===== src/rtl/adc_seq_pkg.sv =====
// Package: shared types for the conversion sequencer.
// Assumes: consumers import it by name; no parameters live here.
package adc_seq_pkg;

    // Sequencer states: powered down, power-up settling clock, converting.
    typedef enum logic [1:0] {
        ST_IDLE  = 2'd0,
        ST_PWRUP = 2'd1,
        ST_CONV  = 2'd2
    } seq_state_t;

    // Class of a channel code as seen on the chan_kind port.
    typedef enum logic [2:0] {
        KIND_EXT     = 3'd0,
        KIND_BANDGAP = 3'd1,
        KIND_VREFH   = 3'd2,
        KIND_VREFL   = 3'd3,
        KIND_RSVD    = 3'd4,
        KIND_UNUSED  = 3'd5,
        KIND_OFF     = 3'd6
    } chan_kind_t;

endpackage


===== src/rtl/adc_chan_decode.sv =====
// Module: adc_chan_decode
// Classifies a channel code into external input, internal reference,
// reserved, unused or the all-ones shutdown code.
// Assumes: the reference and reserved codes are distinct and below all ones.
module adc_chan_decode
    import adc_seq_pkg::*;
#(
    parameter int CHAN_W  = 5,
    parameter int NUM_EXT = 6,
    parameter int BG_CODE = 26,
    parameter int VH_CODE = 29,
    parameter int VL_CODE = 30,
    parameter int RSV_LO  = 27,
    parameter int RSV_HI  = 28
) (
    input  logic [CHAN_W-1:0] code,
    output chan_kind_t        kind,
    output logic              is_off
);
    localparam logic [CHAN_W-1:0] OFF_CODE = {CHAN_W{1'b1}};
    localparam logic [CHAN_W-1:0] BG_C     = CHAN_W'(BG_CODE);
    localparam logic [CHAN_W-1:0] VH_C     = CHAN_W'(VH_CODE);
    localparam logic [CHAN_W-1:0] VL_C     = CHAN_W'(VL_CODE);
    localparam logic [CHAN_W-1:0] RSV_LO_C = CHAN_W'(RSV_LO);
    localparam logic [CHAN_W-1:0] RSV_HI_C = CHAN_W'(RSV_HI);
    localparam logic [CHAN_W-1:0] EXT_LIM  = CHAN_W'(NUM_EXT);

    // Priority decode of the code into its class.
    always_comb begin
        is_off = (code == OFF_CODE);
        if (is_off)                                 kind = KIND_OFF;
        else if (code < EXT_LIM)                    kind = KIND_EXT;
        else if (code == BG_C)                      kind = KIND_BANDGAP;
        else if (code == VH_C)                      kind = KIND_VREFH;
        else if (code == VL_C)                      kind = KIND_VREFL;
        else if (code >= RSV_LO_C && code <= RSV_HI_C) kind = KIND_RSVD;
        else                                        kind = KIND_UNUSED;
    end
endmodule


===== src/rtl/adc_seq_fsm.sv =====
// Module: adc_seq_fsm
// Power and start sequencing for the converter core. A write powers the
// core, waits one clock, then pulses start. A done in the converting state
// either powers down (single) or restarts (repeat). A write always wins and
// aborts; a shutdown write returns to idle and clears the repeat mode.
// Assumes: done is ignored in the start clock and outside the converting state.
module adc_seq_fsm
    import adc_seq_pkg::*;
(
    input  logic       clk,
    input  logic       rst_n,
    input  logic       wr_en,
    input  logic       wr_off,
    input  logic       wr_cont,
    input  logic       done,
    output logic       pwr_en,
    output logic       start,
    output logic       accept,
    output seq_state_t state,
    output logic       cont
);
    seq_state_t state_q;
    logic       start_q;
    logic       cont_q;

    // Done counts only while waiting on a conversion and with no write.
    assign accept = done && (state_q == ST_CONV) && !start_q && !wr_en;

    // State, repeat mode and start strobe registers.
    always_ff @(posedge clk) begin
        if (!rst_n) begin
            state_q <= ST_IDLE;
            start_q <= 1'b0;
            cont_q  <= 1'b0;
        end else begin
            start_q <= 1'b0;
            if (wr_en) begin
                if (wr_off) begin
                    state_q <= ST_IDLE;
                    cont_q  <= 1'b0;
                end else begin
                    state_q <= ST_PWRUP;
                    cont_q  <= wr_cont;
                end
            end else begin
                case (state_q)
                    ST_PWRUP: begin
                        state_q <= ST_CONV;
                        start_q <= 1'b1;
                    end
                    ST_CONV: begin
                        if (accept) begin
                            if (cont_q) start_q <= 1'b1;
                            else        state_q <= ST_IDLE;
                        end
                    end
                    default: state_q <= ST_IDLE;
                endcase
            end
        end
    end

    // Power is on in every state but idle.
    assign pwr_en = (state_q != ST_IDLE);
    assign start  = start_q;
    assign state  = state_q;
    assign cont   = cont_q;
endmodule


===== src/rtl/adc_result_reg.sv =====
// Module: adc_result_reg
// Holds the last conversion value and the completion flag.
// Assumes: accept is never high together with wr_en.
module adc_result_reg #(
    parameter int RES_W = 10
) (
    input  logic             clk,
    input  logic             rst_n,
    input  logic             accept,
    input  logic [RES_W-1:0] data,
    input  logic             wr_en,
    input  logic             rd,
    output logic [RES_W-1:0] result,
    output logic             flag
);
    // Capture the value on an accepted done.
    always_ff @(posedge clk) begin
        if (!rst_n)      result <= '0;
        else if (accept) result <= data;
    end

    // Set on accepted done (wins over read); clear on write or read.
    always_ff @(posedge clk) begin
        if (!rst_n)            flag <= 1'b0;
        else if (accept)       flag <= 1'b1;
        else if (wr_en || rd)  flag <= 1'b0;
    end
endmodule


===== src/rtl/adc_seq_ctrl.sv =====
// Module: adc_seq_ctrl (top)
// Conversion sequencer: latches the channel code of each write, drives the
// core's power, start and channel, captures results and decodes the channel.
// Assumes: the core samples core_chan while core_start is high and answers
// with a one-clock core_done.
module adc_seq_ctrl
    import adc_seq_pkg::*;
#(
    parameter int CHAN_W  = 5,
    parameter int RES_W   = 10,
    parameter int NUM_EXT = 6
) (
    input  logic              clk,
    input  logic              rst_n,
    input  logic              wr_en,
    input  logic [CHAN_W-1:0] wr_chan,
    input  logic              wr_cont,
    input  logic              rd_result,
    input  logic              core_done,
    input  logic [RES_W-1:0]  core_data,
    output logic              core_pwr_en,
    output logic              core_start,
    output logic [CHAN_W-1:0] core_chan,
    output logic [RES_W-1:0]  result,
    output logic              conv_flag,
    output logic [2:0]        chan_kind
);
    localparam logic [CHAN_W-1:0] OFF_CODE = {CHAN_W{1'b1}};

    logic              wr_off;
    logic              accept;
    seq_state_t        state;
    logic              cont;
    chan_kind_t        kind;
    logic              lat_off;
    logic [CHAN_W-1:0] chan_q;

    assign wr_off = (wr_chan == OFF_CODE);

    // Channel latch: loaded by every write, parked at the off code in reset.
    always_ff @(posedge clk) begin
        if (!rst_n)     chan_q <= OFF_CODE;
        else if (wr_en) chan_q <= wr_chan;
    end

    adc_chan_decode #(
        .CHAN_W (CHAN_W),
        .NUM_EXT(NUM_EXT)
    ) u_decode (
        .code  (chan_q),
        .kind  (kind),
        .is_off(lat_off)
    );

    adc_seq_fsm u_fsm (
        .clk    (clk),
        .rst_n  (rst_n),
        .wr_en  (wr_en),
        .wr_off (wr_off),
        .wr_cont(wr_cont),
        .done   (core_done),
        .pwr_en (core_pwr_en),
        .start  (core_start),
        .accept (accept),
        .state  (state),
        .cont   (cont)
    );

    adc_result_reg #(
        .RES_W(RES_W)
    ) u_result (
        .clk   (clk),
        .rst_n (rst_n),
        .accept(accept),
        .data  (core_data),
        .wr_en (wr_en),
        .rd    (rd_result),
        .result(result),
        .flag  (conv_flag)
    );

    assign core_chan = chan_q;
    assign chan_kind = lat_off ? KIND_OFF : kind;
endmodule


===== config.mk =====
export PLATFORM = sky130hd
export DESIGN_NAME = adc_seq_ctrl
export DESIGN_NICKNAME = d
export VERILOG_FILES = /design/src/rtl/adc_seq_pkg.sv /design/src/rtl/adc_chan_decode.sv /design/src/rtl/adc_seq_fsm.sv /design/src/rtl/adc_result_reg.sv /design/src/rtl/adc_seq_ctrl.sv
export SDC_FILE = /design/constraint.sdc
export NUM_CORES = 1
export LEC_CHECK = 0
export BUFFER_PORTS_ARGS = -buffer_cell sky130_fd_sc_hd__buf_4
export CAP_MARGIN = 20
export CORE_MARGIN = 8
export CORE_UTILIZATION = 40
export DETAILED_ROUTE_END_ITERATION = 6
export PLACE_DENSITY = 0.74
export SLEW_MARGIN = 10
export SYNTH_ARGS = -nofsm -noshare
export SYNTH_HDL_FRONTEND = slang
export SYNTH_SLANG_ARGS = --single-unit

===== constraint.sdc =====
create_clock -name clk -period 1.2 [get_ports clk]
set_input_delay 0.12 -clock clk [delete_from_list [all_inputs] [get_ports clk]]
set_output_delay 0.12 -clock clk [all_outputs]
set_load 0.02 [all_outputs]

==> run_results.csv <==
group,metric,value,unit
sta,timing_max_transition_violations_final,0,
power_and_ir_drop,leakage,0.000665,µW
yosys,mappedNetlistNets,125,
clock_network,cts.reportedPaths.clkPinSlew,0.11,ns
cells_and_area,most-common-layout-cells,"sky130_fd_sc_hd__buf_4, sky130_fd_sc_hd__nand2_1, sky130_fd_sc_hd__dfxtp_1",
status,result_of_the_run,"finished, violations left",
sta,timing.final.setup_violations,8,
clock_network,num_cts_buffers,3,
clock_network,tritoncts,"yes",
critical_path,worst-path-buf-inv,1,
sta,postLayoutSetupSlackWorst,-0.222,ns
sta,hold_viol,0,
critical_path,arrival,1.30,ns
critical_path,critical-path-slowest-cell,"sky130_fd_sc_hd__dfxtp_4",
cells_and_area,final-instance-count-excl-fill,184,
clock_network,cts.htree.levels,1,
sta,min_period_over_period,119,%
placement,post-place-cells,174,
cells_and_area,layout.cells.most_common,"sky130_fd_sc_hd__buf_4",
floorplan,die_h,62.8,µm
yosys,postSynthAreaPerCell,8.66,µm²
floorplan,chipWidth,62.8,µm
yosys,netlist-cell-type-count,23,
status,violated_checks,"setup timing",
grt,number_of_antenna_violations_at_the_first_check_in_global_routing,0,
critical_path,end_kind,"primary output",
power_and_ir_drop,pwr_density_cell,1020,mW/mm²
yosys,synthCells,101,
critical_path,timing.critical_path.from_type,"flip-flop",
floorplan,pin_count,42,
drt,routed-via-count,933,
critical_path,cp_top_family,"flip-flops",
clock_network,clock_path_buffers,2,
drt,drt_first_pass_iters,4,
grt,groute.usage.overall,13.5,%
drt,drt-wirelength-per-cell,14.4,µm
drt,drcViolationCount,0,
yosys,ys_seq_elements,20,
power_and_ir_drop,peakVddDrop,0.837,mV
sta,finalWorstPathRequiredPeriod,1.42,ns
grt,grt_pass1_wl,4.55,mm
grt,largest_net_degree_at_the_start_of_global_routing,24,
sta,grt_setup_unrepaired,"true",
placement,placement.io_buffers,41,
cells_and_area,multi_input_area,512,µm²
yosys,yosysWarningCount,0,
placement,hpwl,1.80,mm
critical_path,critical-path-max-stage-delay,0.40,ns
floorplan,rows,17,
cells_and_area,final_util,69.8,%
sta,worst_setup_skew_after_layout,0.00217,ns
yosys,netlist_area_pre_place,875,µm²
placement,gp_congestion,0.791,
critical_path,worstPathRequired,1.08,ns
clock_network,clk_latency,0.29,ns
sta,fin_setup_tns,-0.601,ns
cells_and_area,finalNetCount,181,
critical_path,crit_type,"flip-flop to primary output",
clock_network,cts_sinks,20,
drt,drt_first_iter_violations,19,
drt,detail_route.wirelength,2.65,mm
cells_and_area,syn2layout_area_growth,71.5,%
floorplan,core_region_area,0.00215,mm²
sta,timing.slew.headroom,66.1,%
cells_and_area,nFillCells,169,
sta,maxClockFrequency,0.703,GHz
grt,grt_pass1_vias,971,
critical_path,critical_path.cell_chain,"mux2_4 -> a31oi_4 -> buf_6",
sta,whs,0.0491,ns
flow_run,max_cap_violations,0,
drt,ant_nets,0,
floorplan,fp.dieArea,0.00394,mm²
cells_and_area,final-seq-area,413,µm²
yosys,sequential_fraction_of_the_synthesis_area,45.8,%
grt,gr-total-overflow,0,
floorplan,start_util,40.7,%
sta,tightestPinTransition,0.501,ns
critical_path,critical_path.max_fanout,4,
drt,vias_per_cell,5.07,
worst_hold_path,holdCritPathClass,"input port to flip-flop",
clock_network,cts.root.buffer_cell,"sky130_fd_sc_hd__clkbuf_4",
cells_and_area,diodes,0,
cells_and_area,post_route_cells_drive_above_1_share,53.2,%
per-stage QoR:
| step | power [µW] | setup slack [ns] | instance area, µm² |
|---|---|---|---|
| after global routing | 1610 | -0.277 | 1500 |
| after CTS | 1530 | -0.237 | 1490 |
| after detailed placement | 953 | -0.0543 | 1280 |
| after global placement | 951 | 0.00649 | 1280 |
| after floorplan | 823 | -0.00473 | 883 |
| final | 1530 | -0.222 | 1500 |
layout make-up:
cell class,instances,area share [%]
clock buffer,3,1.50
clock inverter,1,2.00
inverter,5,1.42
multi-input combinational,71,34.1
sequential,20,27.5
tap,28,2.34
timing repair buffer,56,31.1
what timing repair did:
item,in CTS,in global routing
pin swaps,6,10
buffers inserted,5,2
hold buffers,0,0
setup endpoints to repair,15,16
resized for setup,26,12
gates cloned,1,0
kinds of logic after synthesis:
| family | synth area share (%) |
|---|---|
| buffers and inverters | 4.58 |
| AND/OR/NAND/NOR | 20.5 |
| flip-flops | 45.8 |
| multiplexers | 9.30 |
| AO/OA/AOI/OAI | 15.6 |
| adder cells (fa/ha/maj) | 4.29 |
Yosys cell counts, drive strengths merged:
master   count  share of area [%]
and4bb       1                1.4
a21oi        2                1.1
inv          5                2.1
a211oi       1               0.86
nor2         2               0.86
mux2         1                1.3
nor3         1               0.57
ha           3                4.3
o2111a       1                1.3
dfxtp       20                 46
nand2       31                 13
o311ai       1                1.0
o22ai        1               0.72
mux2i        7                8.0
nand3        4                2.3
o21ai        1               0.57
nand4bb      1                1.3
clkbuf       2               0.86
buf          3                1.6
a31oi        2                1.4
nor2b        1               0.72
a21boi      10                8.6
flip-flops by register name, indices dropped and copies added (netlist names):
register and cells:
core_chan 5, u_fsm.cont 1, u_fsm.start 1, u_fsm.state 2, u_result.flag 1, u_result.result 10
worst paths after layout:
kind / start / endpoint / slack (ns) / depth (start not counted)
setup / recovery: core_chan[1] / chan_kind[0] / -0.22 / 3
hold / removal: wr_chan[3] / core_chan[3] / 0.05 / 3
hold reg to reg: u_result.result[2] / u_result.result[2] / 0.46 / 2
setup reg to reg: u_fsm.state[0] / u_result.flag / -0.05 / 7
worst register-to-register path: cells and delay by family (launching register included):
kind	cells	cell delay (ns)
and+or+nand+nor	2	0.27
adders and majority gates	1	0.16
AOI/OAI and AO/OA	1	0.09
buffers and inverters	3	0.30
DFF	1	0.36
where the power goes:
part	internal [µW]	leakage [µW]	switching, µW
sequential	681	0.000163	22.4
combinational	156	0.000475	124
clock	337	0.0000279	208
total	1170	0.000665	355
routing by layer:
metal / vias up / wire length, µm / track usage, %
met5: - / 0 / 0
met4: 0 / 24 / 4.27
met3: 4 / 259 / 6.09
met2: 48 / 1220 / 23.0
met1: 433 / 1150 / 14.6
li1: 448 / - / -
No activity file was read; power rests on OpenSTA's default activity.
